File: config.mk
export PLATFORM = sky130hd
export DESIGN_NAME = nibble_bus_seq
export DESIGN_NICKNAME = d
export VERILOG_FILES = /design/src/rtl/nbs_pkg.sv /design/src/rtl/nbs_slot_counter.sv /design/src/rtl/nbs_addr_drive.sv /design/src/rtl/nbs_fetch_capture.sv /design/src/rtl/nbs_sel_decode.sv /design/src/rtl/nibble_bus_seq.sv
export SDC_FILE = /design/constraint.sdc
export NUM_CORES = 1
export LEC_CHECK = 0
export BUFFER_PORTS_ARGS = -buffer_cell sky130_fd_sc_hd__buf_2
export CAP_MARGIN = 20
export CORE_MARGIN = 2
export CORE_UTILIZATION = 40
export CTS_BUF_LIST = sky130_fd_sc_hd__clkbuf_16
export CTS_CLUSTER_DIAMETER = 150
export DETAILED_ROUTE_END_ITERATION = 6
export GPL_ROUTABILITY_DRIVEN = 0
export PLACE_DENSITY = 0.66
export SLEW_MARGIN = 20
export SYNTH_ARGS = -nofsm -noshare
export SYNTH_HDL_FRONTEND = slang
export SYNTH_HIERARCHICAL = 1
export SYNTH_SLANG_ARGS = --single-unit
File: constraint.sdc
create_clock -name clk -period 2.99 [get_ports clk]
set_input_delay 0.1495 -clock clk [delete_from_list [all_inputs] [get_ports clk]]
set_output_delay 0.1495 -clock clk [all_outputs]
set_load 0.005 [all_outputs]
File: src/rtl/nbs_pkg.sv
package nbs_pkg;

  typedef enum logic [1:0] {
    PH_ADDR = 2'd0,
    PH_READ = 2'd1,
    PH_EXEC = 2'd2
  } phase_e;

  // Classify a slot number into its bus phase.
  function automatic phase_e phase_of(input int slot, input int addr_nibs,
                                      input int instr_nibs);
    if (slot < addr_nibs)                   return PH_ADDR;
    else if (slot < addr_nibs + instr_nibs) return PH_READ;
    else                                    return PH_EXEC;
  endfunction

endpackage

File: src/rtl/nbs_slot_counter.sv
module nbs_slot_counter #(
  parameter int SLOTS = 8,
  localparam int SW = $clog2(SLOTS)
) (
  input  logic          clk,
  input  logic          rst_n,
  output logic [SW-1:0] slot_q,
  output logic          cyc_end
);

  localparam logic [SW-1:0] LAST = SW'(SLOTS - 1);

  always_ff @(posedge clk) begin
    if (!rst_n)              slot_q <= LAST;
    else if (slot_q == LAST) slot_q <= '0;
    else                     slot_q <= slot_q + 1'b1;
  end

  assign cyc_end = (slot_q == LAST);

endmodule

File: src/rtl/nbs_addr_drive.sv
module nbs_addr_drive #(
  parameter int NIB_W     = 4,
  parameter int ADDR_NIBS = 3,
  parameter int SLOTS     = 8,
  localparam int SW   = $clog2(SLOTS),
  localparam int PC_W = NIB_W * ADDR_NIBS
) (
  input  logic             clk,
  input  logic             rst_n,
  input  logic             load,
  input  logic [PC_W-1:0]  pc_in,
  input  logic [SW-1:0]    slot,
  output logic [NIB_W-1:0] bus_out,
  output logic             bus_oe
);

  logic [PC_W-1:0] addr_q;

  always_ff @(posedge clk) begin
    if (!rst_n)    addr_q <= '0;
    else if (load) addr_q <= pc_in;
  end

  // Pick the nibble of the held address that belongs to the current slot.
  function automatic logic [NIB_W-1:0] nib_for_slot(input logic [PC_W-1:0] a,
                                                    input logic [SW-1:0] s);
    logic [NIB_W-1:0] r;
    r = '0;
    for (int i = 0; i < ADDR_NIBS; i++)
      if (s == SW'(i)) r = a[i*NIB_W +: NIB_W];
    return r;
  endfunction

  assign bus_oe  = rst_n && (slot < SW'(ADDR_NIBS));
  assign bus_out = bus_oe ? nib_for_slot(addr_q, slot) : '0;

endmodule

File: src/rtl/nbs_fetch_capture.sv
module nbs_fetch_capture #(
  parameter int NIB_W      = 4,
  parameter int INSTR_NIBS = 2,
  parameter int FIRST_RD   = 3,
  parameter int SLOTS      = 8,
  localparam int SW      = $clog2(SLOTS),
  localparam int INSTR_W = NIB_W * INSTR_NIBS
) (
  input  logic               clk,
  input  logic               rst_n,
  input  logic [SW-1:0]      slot,
  input  logic [NIB_W-1:0]   bus_in,
  output logic [INSTR_W-1:0] instr_o,
  output logic               instr_vld
);

  localparam logic [SW-1:0] LAST_RD = SW'(FIRST_RD + INSTR_NIBS - 1);

  logic [NIB_W-1:0] nib_q [INSTR_NIBS];

  // The k-th read slot fills the k-th nibble counted from the top.
  for (genvar k = 0; k < INSTR_NIBS; k++) begin : g_nib
    always_ff @(posedge clk) begin
      if (!rst_n)                      nib_q[k] <= '0;
      else if (slot == SW'(FIRST_RD + k)) nib_q[k] <= bus_in;
    end
    assign instr_o[(INSTR_NIBS-1-k)*NIB_W +: NIB_W] = nib_q[k];
  end

  always_ff @(posedge clk) begin
    if (!rst_n) instr_vld <= 1'b0;
    else        instr_vld <= (slot == LAST_RD);
  end

endmodule

File: src/rtl/nbs_sel_decode.sv
module nbs_sel_decode #(
  parameter int N = 4,
  localparam int CW = (N > 1) ? $clog2(N) : 1
) (
  input  logic          clk,
  input  logic          rst_n,
  input  logic          load,
  input  logic [CW-1:0] code,
  output logic [N-1:0]  cs
);

  logic [N-1:0] dec;

  for (genvar g = 0; g < N; g++) begin : g_dec
    assign dec[g] = (code == CW'(g));
  end

  always_ff @(posedge clk) begin
    if (!rst_n)    cs <= N'(1);
    else if (load) cs <= dec;
  end

endmodule

File: src/rtl/nibble_bus_seq.sv
module nibble_bus_seq #(
  parameter int NIB_W      = 4,
  parameter int ADDR_NIBS  = 3,
  parameter int INSTR_NIBS = 2,
  parameter int SLOTS      = 8,
  parameter int ROM_BANKS  = 2,
  parameter int RAM_BANKS  = 4,
  localparam int PC_W      = NIB_W * ADDR_NIBS,
  localparam int INSTR_W   = NIB_W * INSTR_NIBS,
  localparam int ROM_SEL_W = $clog2(ROM_BANKS),
  localparam int RAM_SEL_W = $clog2(RAM_BANKS)
) (
  input  logic                 clk,
  input  logic                 rst_n,
  input  logic [PC_W-1:0]      pc_in,
  input  logic [ROM_SEL_W-1:0] rom_bank_in,
  input  logic [RAM_SEL_W-1:0] ram_bank_in,
  input  logic [NIB_W-1:0]     bus_in,
  output logic [NIB_W-1:0]     bus_out,
  output logic                 bus_oe,
  output logic                 sync_o,
  output logic [ROM_BANKS-1:0] rom_cs,
  output logic [RAM_BANKS-1:0] ram_cs,
  output logic [INSTR_W-1:0]   instr_o,
  output logic                 instr_vld
);
  import nbs_pkg::*;

  localparam int SW = $clog2(SLOTS);

  logic [SW-1:0] slot_q;
  logic          cyc_end;
  phase_e        phase;
  logic          addr_phase;
  logic          read_phase;

  nbs_slot_counter #(.SLOTS(SLOTS)) u_slot (
    .clk     (clk),
    .rst_n   (rst_n),
    .slot_q  (slot_q),
    .cyc_end (cyc_end)
  );

  assign phase      = phase_of(int'(slot_q), ADDR_NIBS, INSTR_NIBS);
  assign addr_phase = (phase == PH_ADDR);
  assign read_phase = (phase == PH_READ);
  assign sync_o     = cyc_end;

  nbs_addr_drive #(
    .NIB_W(NIB_W), .ADDR_NIBS(ADDR_NIBS), .SLOTS(SLOTS)
  ) u_addr (
    .clk     (clk),
    .rst_n   (rst_n),
    .load    (cyc_end),
    .pc_in   (pc_in),
    .slot    (slot_q),
    .bus_out (bus_out),
    .bus_oe  (bus_oe)
  );

  nbs_fetch_capture #(
    .NIB_W(NIB_W), .INSTR_NIBS(INSTR_NIBS), .FIRST_RD(ADDR_NIBS), .SLOTS(SLOTS)
  ) u_fetch (
    .clk       (clk),
    .rst_n     (rst_n),
    .slot      (slot_q),
    .bus_in    (bus_in),
    .instr_o   (instr_o),
    .instr_vld (instr_vld)
  );

  nbs_sel_decode #(.N(ROM_BANKS)) u_rom_sel (
    .clk   (clk),
    .rst_n (rst_n),
    .load  (cyc_end),
    .code  (rom_bank_in),
    .cs    (rom_cs)
  );

  nbs_sel_decode #(.N(RAM_BANKS)) u_ram_sel (
    .clk   (clk),
    .rst_n (rst_n),
    .load  (cyc_end),
    .code  (ram_bank_in),
    .cs    (ram_cs)
  );

endmodule

# == Word-level counts from Yosys, hierarchy flattened ==
# Memories as Yosys holds them, arrays and structs flattened.
# Index checks and enable logic that the tools add are counted.
# totals
register_bits,22
ram_bits,8
input_bits,21
output_inout_bits,21
elab_cells,36
mem_count,1
# op_classes
addsub,1
order_cmp,1
eq_ne,8
muxes,14
bitwise_logic,3
reduce_logical,3
# memory_table
memory,depth,width,rd,rd_ports_with_merged_regs,write_ports,line,source
u_fetch.nib_q,2,4,2,0,2,nbs_fetch_capture.sv:19,logic [NIB_W-1:0] nib_q [INSTR_NIBS];
# op_table
cell,count
$mux 4,6
$mux 1,7
$eq 3x2->1 const B,2
$eq 3x3->1 const B,2
$eq 2x2->1 const B,2
$add 3x1->3 const B,1
$eq 3x1->1 const B,1
$logic_not 3->1,1
$lt 3x2->1 const B,1
$mux 3,1
$eq 2x1->1 const B,1
$logic_not 2->1,1
$or 1x1->1,2
$logic_and 1x1->1,1
$not 1->1,1

# == Logic depth before layout (Yosys ltp) ==
# depth
ltp_word,5
depth_mapped,5
depth_no_buf,4

# == Cells and area by module ==
# The synthesis kept the hierarchy.
# by_module_without_submodules
module,instances,cells_per_inst,area_per_inst_um2
nbs_addr_drive,1,51,563.0
nbs_fetch_capture,1,23,356.6
nbs_sel_decode at u_ram_sel,1,16,153.9
nbs_slot_counter,1,8,102.6
nbs_sel_decode at u_rom_sel,1,7,71.3

# == Least setup slack after synthesis ==
# OpenSTA, ideal clock, no wires.
# synth_path
path_type,register -> register
from,reg u_slot.slot_q[1]
to,reg u_addr.addr_q[0]
arrival_ps,1474
setup_slack_ps,1400
stages_incl_launch_ff,6
path_buffers,1
period_less_slack_ps,1590
cell_sequence,dfxtp_1 ha_1 ha_1 buf_4 mux2i_1 nor2b_1
# synth_via
elab_chain_len,1
# synth_rtl
item,line,source
from (decl),nbs_slot_counter.sv:7,"output logic [SW-1:0] slot_q,"
from (signal assigned),nbs_slot_counter.sv:16,else slot_q <= slot_q + 1'b1;
$eq 3x3->1,nbs_slot_counter.sv:19,assign cyc_end = (slot_q == LAST);
via sync_o,nibble_bus_seq.sv:21,"output logic sync_o,"
to (signal assigned),nbs_addr_drive.sv:21,else if (load) addr_q <= pc_in;
to (decl),nbs_addr_drive.sv:17,logic [PC_W-1:0] addr_q;
# The timed path passes the listed nets, and every way through them passes these cells.
# A chain may end at the register's enable or synchronous reset.

# == Worst setup path after layout ==
# layout_path
from,reg u_slot.slot_q[0]
to,out sync_o
# layout_via
elab_chain_len,1
# layout_rtl
item,line
$eq 3x3->1,nbs_slot_counter.sv:19
to (decl),nibble_bus_seq.sv:21
# Every way passes these cells.

==> flow_results.xml <==
<?xml version="1.0" encoding="UTF-8"?>
<metrics>
  <group name="routing">
    <metric name="route.vias.total" unit="">906</metric>
    <metric name="remaining_drc_errors" unit="">0</metric>
    <metric name="detail_route.vias_per_cell" unit="">4.90</metric>
    <metric name="wire_per_inst" unit="um">12.7</metric>
    <metric name="totalWireLength" unit="um">2350</metric>
    <metric name="antenna_left" unit="">0</metric>
    <metric name="drt_pass1_iterations" unit="">4</metric>
    <metric name="iteration_0_drc_markers" unit="">6</metric>
  </group>
  <group name="floorplan">
    <metric name="die_area" unit="um^2">3580</metric>
    <metric name="ioPinCount" unit="">42</metric>
    <metric name="die_width" unit="um">59.8</metric>
    <metric name="placement_rows" unit="">20</metric>
    <metric name="core-area" unit="um^2">3000</metric>
    <metric name="die_height" unit="um">59.8</metric>
    <metric name="initial_core_utilization" unit="%">41.5</metric>
  </group>
  <group name="synthesis">
    <metric name="netlist_instances" unit="">105</metric>
    <metric name="syn-mean-instance-area" unit="um^2">11.9</metric>
    <metric name="post_synth_num_cell_types" unit="">28</metric>
    <metric name="synth.cell_area" unit="um^2">1250</metric>
    <metric name="sequential_to_total_area_share_from_yosys_stat" unit="%">54.6</metric>
    <metric name="synth-seq-cells" unit="">30</metric>
    <metric name="syn_nets" unit="">128</metric>
    <metric name="yosys_warnings" unit="">6</metric>
  </group>
  <group name="clocking">
    <metric name="cts-buffers-inserted" unit="">5</metric>
    <metric name="clkTransAtPathRegs" unit="ps">50</metric>
    <metric name="post_cts_hold_buffer_count" unit="">0</metric>
    <metric name="htree_levels" unit="">2</metric>
    <metric name="cts.repair_timing.setup_buffer_count" unit="">0</metric>
    <metric name="clockRootBuffer" unit="">clkbuf_16</metric>
    <metric name="cts.sinks" unit="">30</metric>
    <metric name="max-clock-path-buffers" unit="">2</metric>
    <metric name="cts-resized-gates" unit="">0</metric>
    <metric name="clock_latency" unit="ps">270</metric>
    <metric name="cts_tree" unit="">done</metric>
  </group>
  <group name="setup_path">
    <metric name="timing.critical_path.fanout_max" unit="">25</metric>
    <metric name="critical_path_required" unit="ps">2840</metric>
    <metric name="startpoint_type" unit="">register</metric>
    <metric name="arrival_time_of_data_at_the_critical_path_endpoint" unit="ps">1720</metric>
    <metric name="critical_path.endpoint_type" unit="">output port</metric>
    <metric name="path_class" unit="">register to output port</metric>
  </group>
  <group name="sta">
    <metric name="layout_min_cycle_time" unit="ps">1870</metric>
    <metric name="worst_clock_skew" unit="ps">4.38</metric>
    <metric name="timing.slew.headroom" unit="%">58.0</metric>
    <metric name="worst_slew_pin_slew" unit="ps">625</metric>
    <metric name="fmax" unit="GHz">0.536</metric>
    <metric name="final-max-slew-violation-count" unit="">0</metric>
    <metric name="timing.final.hold_violations" unit="">0</metric>
    <metric name="final.period_utilization" unit="%">62.4</metric>
    <metric name="fin_setup_tns" unit="ps">0</metric>
    <metric name="unrepaired_setup_endpoints_after_global_routing" unit="">false</metric>
    <metric name="setup_viol_count_final" unit="">0</metric>
  </group>
  <group name="min_path">
    <metric name="holdCritPathClass" unit="">input port to register</metric>
  </group>
  <group name="final_layout">
    <metric name="final_nets" unit="">174</metric>
    <metric name="antenna-diode-count" unit="">0</metric>
    <metric name="area_growth_syn_to_layout" unit="%">30.1</metric>
    <metric name="layout.area.seq" unit="um^2">681</metric>
    <metric name="layout.cells.most_common_list" unit="">buf_2, dfxtp_1, mux2i_1</metric>
    <metric name="fillCellCount" unit="">292</metric>
    <metric name="multi_input_area" unit="um^2">547</metric>
    <metric name="final_layout_size_suffix_gt1_share" unit="%">34.2</metric>
    <metric name="layout_commonest_cell" unit="">buf_2</metric>
  </group>
  <group name="global_route">
    <metric name="grt_pass1_wl" unit="um">3700</metric>
    <metric name="grtUsageTotal" unit="%">14.7</metric>
    <metric name="gr-total-overflow" unit="">0</metric>
    <metric name="via_count_of_the_first_global_routing_pass" unit="">864</metric>
    <metric name="largest_net_degree_at_the_start_of_global_routing" unit="">32</metric>
    <metric name="grt_antenna_before_repair" unit="">0</metric>
  </group>
  <group name="power_and_ir_drop">
    <metric name="total_power" unit="mW">1.17</metric>
    <metric name="leakage" unit="nW">0.748</metric>
    <metric name="clockPowerShare" unit="%">39.0</metric>
    <metric name="net-switching-power" unit="uW">288</metric>
    <metric name="power.switching_fraction" unit="%">24.6</metric>
    <metric name="power.density" unit="nW/um^2">720</metric>
    <metric name="internal_power" unit="uW">881</metric>
    <metric name="seqPwrFrac" unit="%">43.7</metric>
    <metric name="power.ir.vdd_worst" unit="mV">0.413</metric>
    <metric name="comb_power_share" unit="%">17.3</metric>
  </group>
  <group name="placement">
    <metric name="dpl.hpwl" unit="um">1680</metric>
    <metric name="buffer_ports.inserted" unit="">41</metric>
  </group>
  <group name="status">
    <metric name="status" unit="">complete, no violations</metric>
  </group>
  <group name="job">
    <metric name="max-cap-violations" unit="">0</metric>
  </group>
</metrics>
-- worst max-delay path, cell delays in order, from the launching register on --
cell     delay (ps)
dfxtp_1         590
ha_1            230
ha_1            140
buf_4           300
buf_2           180
-- cell type report --
class                   count  share of cell area [%]
clock buffers               5                    7.71
flip-flops and latches     30                    41.9
clock inverters             3                   0.771
inverters                   1                   0.231
repair buffers             42                    13.1
well taps                  33                    2.54
multi-input cells          71                    33.7
-- stage by stage --
stage	cell area, um^2	worst slack, ps	hold slack [ps]	util [%]	std cells
final	1620	1120	136	54.0	185
after global placement	1490	1390	407	49.5	177
after detailed placement	1490	1300	419	49.5	177
after CTS	1620	1100	135	54.0	185
after global routing	1620	976	151	54.0	185
after floorplan	1250	1400	223	-	105
-- per-layer routing --
layer  global-route usage [%]  part of all wire [%]  wire length (um)  vias up
li1                         -                     -                 -      464
met1                     14.9                    41               960      409
met2                     23.9                    49              1140       28
met3                     8.44                   8.3               195        5
met4                     7.62                   2.2                51        0
met5                        0                     0                 0        -
-- Yosys cell counts --
cell | count | area, um^2
dfxtp_1 | 22 | 440
mux2i_1 | 16 | 160
nor2b_1 | 13 | 81.3
and2_1 | 8 | 50.1
edfxtp_1 | 8 | 240
nand2_1 | 4 | 15.0
o2bb2ai_1 | 4 | 35.0
nand3b_1 | 3 | 22.5
o21ai_1 | 3 | 15.0
ha_1 | 2 | 25.0
nand2b_1 | 2 | 12.5
nand4b_1 | 2 | 17.5
nor2_1 | 2 | 7.51
o21a_1 | 2 | 15.0
a21oi_1 | 1 | 5.00
and2_4 | 1 | 8.76
and4b_1 | 1 | 10.0
and4bb_2 | 1 | 12.5
and4bb_4 | 1 | 16.3
buf_2 | 1 | 5.00
buf_4 | 1 | 7.51
clkbuf_1 | 1 | 3.75
inv_1 | 1 | 3.75
nand4_1 | 1 | 6.26
o21ai_0 | 1 | 5.00
o31ai_1 | 1 | 7.51
or2b_1 | 1 | 7.51
or3b_4 | 1 | 11.3
-- power groups by stage --
stage / Combinational (mW) / Clock, mW / Sequential, mW
floorplan: 0.144 / 0 / 0.509
global placement: 0.198 / 0 / 0.516
detailed placement: 0.205 / 0 / 0.519
CTS: 0.205 / 0.470 / 0.512
global route: 0.228 / 0.489 / 0.519
finish: 0.202 / 0.456 / 0.511
-- logic make-up (layout without fill, tap and decap cells) --
group	count (synthesis)	after routing	synth area share [%]
buffers and inverters	4	51	1.60
AOI/OAI and AO/OA	12	12	6.62
adders and majority gates	2	2	2.01
and+or+nand+nor	41	41	22.4
muxes	16	16	12.8
DFF	30	30	54.6
-- sequential cells by signal (all words and copies together), names as in the netlist --
register,flops
u_addr/addr_q,12
u_ram_sel/cs,4
u_fetch/nib_q,8
u_rom_sel/cs,2
u_slot/slot_q,3
u_fetch/instr_vld,1
-- worst paths after layout --
path	startpoint	endpoint	slack, ps	depth (start not counted)
max	u_slot/slot_q[0]	sync_o	1120	4
min reg2reg	u_ram_sel/cs[1]	u_ram_sel/cs[1]	480	2
max reg2reg	u_slot/slot_q[0]	u_addr/addr_q[8]	1290	5
min	pc_in[9]	u_addr/addr_q[9]	140	3
(Power assumes the default switching activity.)
